===== config.mk =====
export PLATFORM = sky130hd
export DESIGN_NAME = audio_ser_rx
export DESIGN_NICKNAME = d
export VERILOG_FILES = /design/src/rtl/audio_ser_rx_pkg.sv /design/src/rtl/audio_ser_rx_rst_sync.sv /design/src/rtl/audio_ser_rx_lr_track.sv /design/src/rtl/audio_ser_rx_word_ctl.sv /design/src/rtl/audio_ser_rx_capture.sv /design/src/rtl/audio_ser_rx.sv
export SDC_FILE = /design/constraint.sdc
export NUM_CORES = 1
export LEC_CHECK = 0
export BUFFER_PORTS_ARGS = -buffer_cell sky130_fd_sc_hd__buf_2
export CAP_MARGIN = 5
export CORE_MARGIN = 3
export CORE_UTILIZATION = 25
export CTS_BUF_LIST = sky130_fd_sc_hd__clkbuf_4 sky130_fd_sc_hd__clkbuf_8
export CTS_CLUSTER_DIAMETER = 100
export DETAILED_ROUTE_END_ITERATION = 8
export HOLD_SLACK_MARGIN = 0.12
export SYNTH_ARGS = -nofsm -noshare
export SYNTH_HDL_FRONTEND = slang
export SYNTH_HIERARCHICAL = 1
export SYNTH_SLANG_ARGS = --single-unit
export TNS_END_PERCENT = 10

===== constraint.sdc =====
create_clock -name bclk -period 2.25 [get_ports bclk]
set_input_delay 0.45 -clock bclk [delete_from_list [all_inputs] [get_ports bclk]]
set_output_delay 0.45 -clock bclk [all_outputs]
set_load 0.02 [all_outputs]

===== src/rtl/audio_ser_rx_pkg.sv =====
`timescale 1ns/1ps
package audio_ser_rx_pkg;
  typedef enum logic [1:0] {
    FMT_I2S = 2'b00,
    FMT_LJ  = 2'b01,
    FMT_RJ  = 2'b10,
    FMT_DSP = 2'b11
  } fmt_e;

  localparam int unsigned DEF_WORD_W   = 18;
  localparam int unsigned DEF_NARROW_W = 16;
  localparam int unsigned DEF_SYNC_STG = 2;
endpackage


===== src/rtl/audio_ser_rx_rst_sync.sv =====
`timescale 1ns/1ps
module audio_ser_rx_rst_sync #(
  parameter int unsigned STAGES = 2
) (
  input  logic clk_i,
  input  logic arst_ni,
  output logic rst_no
);
  logic [STAGES-1:0] stg_q;
  logic [STAGES-1:0] stg_d;

  always_comb begin
    stg_d = {stg_q[STAGES-2:0], 1'b1};
  end

  always_ff @(posedge clk_i or negedge arst_ni) begin
    if (!arst_ni) stg_q <= '0;
    else          stg_q <= stg_d;
  end

  assign rst_no = stg_q[STAGES-1];
endmodule


===== src/rtl/audio_ser_rx_lr_track.sv =====
`timescale 1ns/1ps
module audio_ser_rx_lr_track (
  input  logic clk_i,
  input  logic rst_ni,
  input  logic lr_i,
  output logic lr_prev_o,
  output logic lr_flip_o,
  output logic lr_rise_o
);
  logic lr_q, lr_d;
  logic primed_q, primed_d;

  always_comb begin
    lr_d      = lr_i;
    primed_d  = 1'b1;
    lr_flip_o = primed_q && (lr_i != lr_q);
    lr_rise_o = primed_q && lr_i && !lr_q;
    lr_prev_o = lr_q;
  end

  always_ff @(posedge clk_i or negedge rst_ni) begin
    if (!rst_ni) begin
      lr_q     <= 1'b0;
      primed_q <= 1'b0;
    end else begin
      lr_q     <= lr_d;
      primed_q <= primed_d;
    end
  end
endmodule


===== src/rtl/audio_ser_rx_word_ctl.sv =====
`timescale 1ns/1ps
module audio_ser_rx_word_ctl
  import audio_ser_rx_pkg::*;
#(
  parameter int unsigned WORD_W   = DEF_WORD_W,
  parameter int unsigned NARROW_W = DEF_NARROW_W
) (
  input  logic       clk_i,
  input  logic       rst_ni,
  input  logic [1:0] fmt_i,
  input  logic       wide_i,
  input  logic       lr_i,
  input  logic       lr_prev_i,
  input  logic       lr_flip_i,
  input  logic       lr_rise_i,
  output logic       shift_en_o,
  output logic       take_cur_o,
  output logic       done_o,
  output logic       done_left_o,
  output logic       err_o
);
  localparam int unsigned CNT_W = $clog2(WORD_W + 1);
  localparam logic [CNT_W-1:0] FULL_N = CNT_W'(WORD_W);
  localparam logic [CNT_W-1:0] NAR_N  = CNT_W'(NARROW_W);
  localparam logic [CNT_W-1:0] ONE    = CNT_W'(1);

  fmt_e             fmt;
  logic [CNT_W-1:0] cnt_q, cnt_d, cnt_inc, need_n;
  logic             active_q, active_d;
  logic             left_q, left_d;
  logic             err_q, err_d, err_set;
  logic             collect;

  always_comb begin
    fmt         = fmt_e'(fmt_i);
    need_n      = wide_i ? FULL_N : NAR_N;
    cnt_inc     = cnt_q + ONE;
    collect     = active_q && (cnt_q < need_n);
    cnt_d       = cnt_q;
    active_d    = active_q;
    left_d      = left_q;
    shift_en_o  = 1'b0;
    take_cur_o  = 1'b0;
    done_o      = 1'b0;
    done_left_o = left_q;
    err_set     = 1'b0;
    unique case (fmt)
      FMT_LJ: begin
        if (lr_flip_i) begin
          err_set    = collect;
          active_d   = 1'b1;
          left_d     = lr_i;
          shift_en_o = 1'b1;
          cnt_d      = ONE;
        end else if (collect) begin
          shift_en_o = 1'b1;
          cnt_d      = cnt_inc;
          done_o     = (cnt_inc == need_n);
        end
      end
      FMT_I2S: begin
        if (lr_flip_i) begin
          err_set  = collect;
          active_d = 1'b1;
          left_d   = !lr_i;
          cnt_d    = '0;
        end else if (collect) begin
          shift_en_o = 1'b1;
          cnt_d      = cnt_inc;
          done_o     = (cnt_inc == need_n);
        end
      end
      FMT_DSP: begin
        if (lr_rise_i) begin
          err_set  = active_q && (left_q || (cnt_q < need_n));
          active_d = 1'b1;
          left_d   = 1'b1;
          cnt_d    = '0;
        end else if (collect) begin
          shift_en_o = 1'b1;
          cnt_d      = cnt_inc;
          if (cnt_inc == need_n) begin
            done_o = 1'b1;
            if (left_q) begin
              left_d = 1'b0;
              cnt_d  = '0;
            end
          end
        end
      end
      FMT_RJ: begin
        shift_en_o  = 1'b1;
        take_cur_o  = 1'b1;
        done_o      = lr_flip_i;
        done_left_o = lr_prev_i;
      end
    endcase
    err_d = err_q || err_set;
  end

  always_ff @(posedge clk_i or negedge rst_ni) begin
    if (!rst_ni) begin
      cnt_q    <= '0;
      active_q <= 1'b0;
      left_q   <= 1'b0;
      err_q    <= 1'b0;
    end else begin
      cnt_q    <= cnt_d;
      active_q <= active_d;
      left_q   <= left_d;
      err_q    <= err_d;
    end
  end

  assign err_o = err_q;
endmodule


===== src/rtl/audio_ser_rx_capture.sv =====
`timescale 1ns/1ps
module audio_ser_rx_capture
  import audio_ser_rx_pkg::*;
#(
  parameter int unsigned WORD_W   = DEF_WORD_W,
  parameter int unsigned NARROW_W = DEF_NARROW_W
) (
  input  logic              clk_i,
  input  logic              rst_ni,
  input  logic              sdata_i,
  input  logic              wide_i,
  input  logic              shift_en_i,
  input  logic              take_cur_i,
  input  logic              done_i,
  input  logic              done_left_i,
  output logic [WORD_W-1:0] left_o,
  output logic [WORD_W-1:0] right_o,
  output logic              left_vld_o,
  output logic              right_vld_o
);
  localparam int unsigned PAD_W = WORD_W - NARROW_W;

  logic [WORD_W-1:0] sh_q, sh_d, sh_nxt, word, narrow_al, aligned;
  logic [WORD_W-1:0] left_q, left_d, right_q, right_d;
  logic              lv_q, lv_d, rv_q, rv_d;
  logic              load_l, load_r;

  generate
    if (PAD_W > 0) begin : g_pad
      assign narrow_al = {word[NARROW_W-1:0], {PAD_W{1'b0}}};
    end else begin : g_nopad
      assign narrow_al = word;
    end
  endgenerate

  always_comb begin
    sh_nxt  = {sh_q[WORD_W-2:0], sdata_i};
    sh_d    = shift_en_i ? sh_nxt : sh_q;
    word    = take_cur_i ? sh_q : sh_nxt;
    aligned = wide_i ? word : narrow_al;
    load_l  = done_i && done_left_i;
    load_r  = done_i && !done_left_i;
    left_d  = load_l ? aligned : left_q;
    right_d = load_r ? aligned : right_q;
    lv_d    = load_l;
    rv_d    = load_r;
  end

  always_ff @(posedge clk_i or negedge rst_ni) begin
    if (!rst_ni) begin
      sh_q    <= '0;
      left_q  <= '0;
      right_q <= '0;
      lv_q    <= 1'b0;
      rv_q    <= 1'b0;
    end else begin
      sh_q    <= sh_d;
      left_q  <= left_d;
      right_q <= right_d;
      lv_q    <= lv_d;
      rv_q    <= rv_d;
    end
  end

  assign left_o      = left_q;
  assign right_o     = right_q;
  assign left_vld_o  = lv_q;
  assign right_vld_o = rv_q;
endmodule


===== src/rtl/audio_ser_rx.sv =====
`timescale 1ns/1ps
module audio_ser_rx
  import audio_ser_rx_pkg::*;
#(
  parameter int unsigned WORD_W   = DEF_WORD_W,
  parameter int unsigned NARROW_W = DEF_NARROW_W,
  parameter int unsigned SYNC_STG = DEF_SYNC_STG
) (
  input  logic              bclk,
  input  logic              rst_n,
  input  logic              lrclk,
  input  logic              sdata,
  input  logic [1:0]        fmt_sel,
  input  logic              wide_sel,
  output logic [WORD_W-1:0] left_word,
  output logic [WORD_W-1:0] right_word,
  output logic              left_vld,
  output logic              right_vld,
  output logic              frame_err
);
  logic rst_int_n;
  logic lr_prev, lr_flip, lr_rise;
  logic shift_en, take_cur, done, done_left;

  audio_ser_rx_rst_sync #(.STAGES(SYNC_STG)) rst_i (
    .clk_i(bclk), .arst_ni(rst_n), .rst_no(rst_int_n)
  );

  audio_ser_rx_lr_track lr_i (
    .clk_i(bclk), .rst_ni(rst_int_n), .lr_i(lrclk),
    .lr_prev_o(lr_prev), .lr_flip_o(lr_flip), .lr_rise_o(lr_rise)
  );

  audio_ser_rx_word_ctl #(.WORD_W(WORD_W), .NARROW_W(NARROW_W)) ctl_i (
    .clk_i(bclk), .rst_ni(rst_int_n), .fmt_i(fmt_sel), .wide_i(wide_sel),
    .lr_i(lrclk), .lr_prev_i(lr_prev), .lr_flip_i(lr_flip), .lr_rise_i(lr_rise),
    .shift_en_o(shift_en), .take_cur_o(take_cur), .done_o(done),
    .done_left_o(done_left), .err_o(frame_err)
  );

  audio_ser_rx_capture #(.WORD_W(WORD_W), .NARROW_W(NARROW_W)) cap_i (
    .clk_i(bclk), .rst_ni(rst_int_n), .sdata_i(sdata), .wide_i(wide_sel),
    .shift_en_i(shift_en), .take_cur_i(take_cur), .done_i(done),
    .done_left_i(done_left), .left_o(left_word), .right_o(right_word),
    .left_vld_o(left_vld), .right_vld_o(right_vld)
  );
endmodule


; Word level (Yosys, flattened, before mapping)
; Cells that the tools add are included.
[totals]
reg_bits = 68
in_bits = 7
elab_cells = 80
[classes]
addsub = 1
order_cmp = 1
eq_ne = 11
muxes = 36
n_reduce_logical = 19
[ops]
columns = op, n
row1 = $mux 18, 2
row2 = $mux 5, 7
row3 = $mux 1, 20
row4 = $pmux 5 s3, 1
row5 = $ne 2x1->1 const B, 4
row6 = $logic_and 1x1->1, 7
row7 = $ne 3x1->1 const B, 2
row8 = $pmux 1 s3, 2
row9 = $add 5x1->5 const B, 1
row10 = $eq 5x5->1, 1
row11 = $lt 5x5->1, 1
row12 = $reduce_and 5->1, 1
row13 = $eq 2x2->1 const B, 2
row14 = $pmux 1 s2, 2
row15 = $pmux 1 s4, 1
row16 = $logic_not 1->1, 3
row17 = $reduce_and 3->1, 1
row18 = $reduce_bool 3->1, 1
row19 = $eq 2x1->1 const B, 1
row20 = $logic_not 2->1, 1
row21 = $logic_or 1x1->1, 2
row22 = $mux 2, 1
row23 = $reduce_and 2->1, 1
row24 = $reduce_bool 2->1, 1
row25 = other kinds (2), 2

; Depth between registers and ports, before layout
[logic_depth]
depth_word = 7
depth_mapped = 11
ltp_nobuf = 9

; Cells and area by module
; Netlist, hierarchy kept.
[modules_own_cells]
columns = module, instances, cells_each, area_each_um2
row1 = audio_ser_rx_capture, 1, 189, 2347.3
row2 = audio_ser_rx_word_ctl, 1, 90, 745.7
row3 = audio_ser_rx_lr_track, 1, 6, 78.8
row4 = audio_ser_rx_rst_sync, 1, 3, 53.8

; Worst setup path before layout
; OpenSTA, ideal clock, no wires.
[synth_timing]
kind = reg-to-reg
startpoint = register ctl_i.cnt_q[3]
endpoint = register cap_i.left_q[10] (netlist: cap_i/left_o[10])
arrival_time_ns = 2.254
required_time_ns = 2.160
path_slack_ns = -0.094
path_stages_with_launch = 10
n_path_buf = 2
path_cell_list = dfrtp_1 or4b_4 a21oi_1 o211ai_1 o21ai_0 nand2_1 or2_0 clkbuf_1 buf_6 o221ai_1
[synth_via]
elab_chain_cells = 7
[synth_rtl]
columns = item, line_no
row1 = start: declaration, audio_ser_rx_word_ctl.sv:28  ; logic [CNT_W-1:0] cnt_q, cnt_d, cnt_inc, need_n;
row2 = start signal: assignment, audio_ser_rx_word_ctl.sv:108  ; cnt_q <= cnt_d;
row3 = $add 5x1->5, audio_ser_rx_word_ctl.sv:37  ; cnt_inc = cnt_q + ONE;
row4 = $eq 5x5->1, "audio_ser_rx_word_ctl.sv:58, audio_ser_rx_word_ctl.sv:70, audio_ser_rx_word_ctl.sv:82"
row5 = $mux 1, audio_ser_rx_word_ctl.sv:82  ; if (cnt_inc == need_n) begin
row6 = $mux 1, audio_ser_rx_word_ctl.sv:79  ; end else if (collect) begin
row7 = $mux 1, audio_ser_rx_word_ctl.sv:74  ; if (lr_rise_i) begin
row8 = $pmux 1 s3 *, audio_ser_rx_word_ctl.sv:47  ; unique case (fmt)
row9 = via done, audio_ser_rx.sv:23  ; logic shift_en, take_cur, done, done_left;
row10 = $logic_and 1x1->1 *, audio_ser_rx_capture.sv:41  ; load_l = done_i && done_left_i;
row11 = end signal: assignment, audio_ser_rx_capture.sv:58  ; left_q <= left_d;
row12 = end: declaration, audio_ser_rx_capture.sv:24  ; logic [WORD_W-1:0] left_q, left_d, right_q, right_d;
; The timed path passes the listed nets; every way through them passes the cells marked *.
; A chain may end at the register's enable or synchronous reset.

; Worst setup path after layout
[layout_timing]
startpoint = register ctl_i.cnt_q[2]
endpoint = register cap_i.right_q[15] (netlist: cap_i/right_o[15])
[layout_via]
elab_chain_cells = 7
[layout_rtl]
columns = item, line_no
row1 = $add 5x1->5, audio_ser_rx_word_ctl.sv:37
row2 = $eq 5x5->1, "audio_ser_rx_word_ctl.sv:58, audio_ser_rx_word_ctl.sv:70, audio_ser_rx_word_ctl.sv:82"
row3 = $mux 1, audio_ser_rx_word_ctl.sv:82
row4 = $mux 1, audio_ser_rx_word_ctl.sv:79
row5 = $mux 1, audio_ser_rx_word_ctl.sv:74
row6 = $pmux 1 s3 *, audio_ser_rx_word_ctl.sv:47
row7 = via done, audio_ser_rx.sv:23
row8 = $logic_and 1x1->1 *, audio_ser_rx_capture.sv:42  ; load_r = done_i && !done_left_i;
row9 = via cap_i.load_r, audio_ser_rx_capture.sv:26  ; logic load_l, load_r;
row10 = end signal: assignment, audio_ser_rx_capture.sv:59  ; right_q <= right_d;
row11 = end: declaration, audio_ser_rx_capture.sv:24
; Marked as above.

==> metrics <==
Post-synth EDFFs 0; Tmin final 2.21 ns; main combinational cell family by area after synthesis compound AO/OA/AOI/OAI gates; final instance area 4160 sq um; Die W 120 um; fin cells 535; mux cell area share after synthesis 0.132; PortBufs 45; crit path launch type register; Die Span Y 120 um; Clk Latency, worst-skew pair 0.35 ns; syn_nets 300; post-synthesis simple-gate area fraction 0.109; P_leak 1.91 nW; Layout Nets 374; WS Path Type register to register; top-area cell type share of the netlist area 0.528; layout cell share with drive strength beyond 1 0.360; Mean Syn Cell Area 11.2 sq um; crit path DAT 2.46 ns; Final setup viols 0; Register Area 1700 sq um; num ports 46; Synth Cell Area 3230 sq um; CP max FO 12; unrepaired setup endpoints after global routing true; initial antenna violation count 0; Worst Hold Margin 0.275 ns; Layout area overhead 28.9%; Power, Total 4.76 mW; Die Area 14300 sq um; Power Density 1140 nW/um^2; post-route clock skew 0.0132 ns; placed cell area 3900 sq um; Tcrit/Tclk final 0.981; root buf cell clkbuf_8; Core Area 12300 sq um; GRT Util Overall 0.119; total placed cells including tap cells 518; fin util 0.338; number of diodes 0; GP Congestion 0.808; CTS Buf Count 9; post-synthesis xor/xnor area fraction 0.00815; Seq/Total Area, Yosys 0.528; Initial Util 0.262; Gate Count Post-Synth 288; setup TNS 0 ns; worst setup margin 0.0437 ns; min-delay worst type input pin to register; peak supply drop 0.480 mV; DR pass1 iterations 4; register bit total from synthesis 68; Synth area leaders dfrtp_1 53%, o221ai_1 7.6%, mux2_2 7.0%; Max Clock Freq 453 MHz; multi-input logic area 1490 sq um; Antenna Violating Nets Remaining 0; complex-gate fraction of the synthesized area 0.170; largest net degree at the start of global routing 29; CTS max path bufs 2; Synth warnings 6; clock sink count 68; CTS tree built; final wirelength 8310 um; DR vias 2538; most common flop cell mapped by yosys dfrtp_1; DR WL/cell 15.5 um; first-pass GRT wire length 13700 um; dpl ws -0.0870 ns; Max H-tree Level 3; ys async rst share 1.00; Post-DP HPWL 5870 um; Slew headroom 0.538; Synth cell types 45; grt ovf 0; Fin. Hold Viols 0; FP Rows 40; Detailed Route Iter0 Violations 237; status completed; Fillers 1258; fin. max-slew vios 0; adder-cell share of the synthesized area 0.0194; drt drc 0; CP required 2.50 ns; max-cap viol count 0; clock slew at the register clock pins of the worst setup and hold paths 0.08 ns; via/cell ratio 4.74; worst-margin pin slew 0.694 ns; critical path endpoint category register; vias in the first global route 2648; post-synth top area cell dfrtp_1
## cells by family after synthesis
logic type / after synthesis
buf+inv: 22
fa+ha+maj: 5
compound gates: 71
xor+xnor: 3
simple gates: 77
flops: 68
other cells: 2
mux: 40
## Yosys cell counts (all sizes together) (2+ instances only)
library cell / number
dfrtp: 68
nand2: 47
o221ai: 28
mux2: 20
mux2i: 20
o21ai: 16
nor2: 9
a21oi: 8
clkbuf: 8
buf: 7
inv: 7
ha: 5
nand2b: 5
nand3: 3
o211ai: 3
xor2: 3
a211oi: 2
a21boi: 2
a311oi: 2
and2: 2
and3b: 2
conb: 2
nand3b: 2
nor3: 2
## routing by layer
metal	global-route usage	wire length [um]
met1	0.167	3940
met2	0.181	3830
met3	0.0344	461
met4	0.0315	74
met5	0	0
## worst max-delay path, cell delays in order, from the launching register on
cell and delay [ns]:
dfrtp_1 0.38, or4b_4 0.58, a21oi_2 0.14, o211ai_1 0.16, o21ai_2 0.21, nand2b_1 0.09, inv_1 0.09, nand2_1 0.11
buf_12 0.16, o221ai_1 0.20
## registers in the layout, summed over array words and instances (netlist names), 2 cells and up
name / cells
cap_i/left_o: 18
cap_i/right_o: 18
cap_i/sh_q: 18
ctl_i/cnt_q: 5
rst_i/stg_q: 2
## path summary, 6_finish.rpt
| path | startpoint | endpoint | slack (ns) | depth (start not counted) |
|---|---|---|---|---|
| max | ctl_i/cnt_q[2]$_DFFE_PN0P_ | cap_i/right_o[15]$_DFFE_PN0P_ | 0.04 | 9 |
| min | lrclk | lr_i/lr_prev_o$_DFF_PN0_ | 0.27 | 1 |
| max reg2reg | ctl_i/cnt_q[2]$_DFFE_PN0P_ | cap_i/right_o[15]$_DFFE_PN0P_ | 0.04 | 9 |
| min reg2reg | rst_i/stg_q[1]$_DFF_PN0_ | cap_i/sh_q[10]$_DFFE_PN0P_ | 0.33 | 0 |
| max in group asynchronous | rst_i/stg_q[1]$_DFF_PN0_ | cap_i/right_o[17]$_DFFE_PN0P_ | 1.32 | 1 |
| min in group asynchronous | rst_i/stg_q[1]$_DFF_PN0_ | cap_i/sh_q[10]$_DFFE_PN0P_ | 0.33 | 0 |
## cells in the final DEF, fill, tap and decap left out, types with 9 or more instances in the layout
cell      synthesis  final
dfrtp_1          68     67
mux2i_1          20     20
nand2_1          47     47
mux2_2           20     20
o221ai_1         28     20
clkbuf_8          0     10
nor2_1            9      9
buf_4             2     26
o21ai_0          16     15
buf_2             4     45
## power by group
group / internal, mW / switching [mW]
registers: 1.68 / 0.326
logic: 0.735 / 1.08
clock network: 0.437 / 0.501
total: 2.85 / 1.91
## cell type report
type                    instances  area share
well taps                     168      0.0505
clock inverters                 6      0.0111
repair buffers                 78       0.130
inverters                       7     0.00632
multi-input cells             198       0.359
clock buffers                  10      0.0331
flip-flops and latches         68       0.409
## repair_timing
| action | in CTS | in global routing |
|---|---|---|
| buffers inserted | 0 | 0 |
| gates resized for setup | 1 | 12 |
| pin swaps | 2 | 3 |
| hold buffers | 1 | 0 |
| cloned | 0 | 0 |
| endpoints found under the setup margin | 21 | 51 |
| endpoints found under the hold margin | 2 | 0 |
Note: power is estimated with default switching activity, not from simulation.
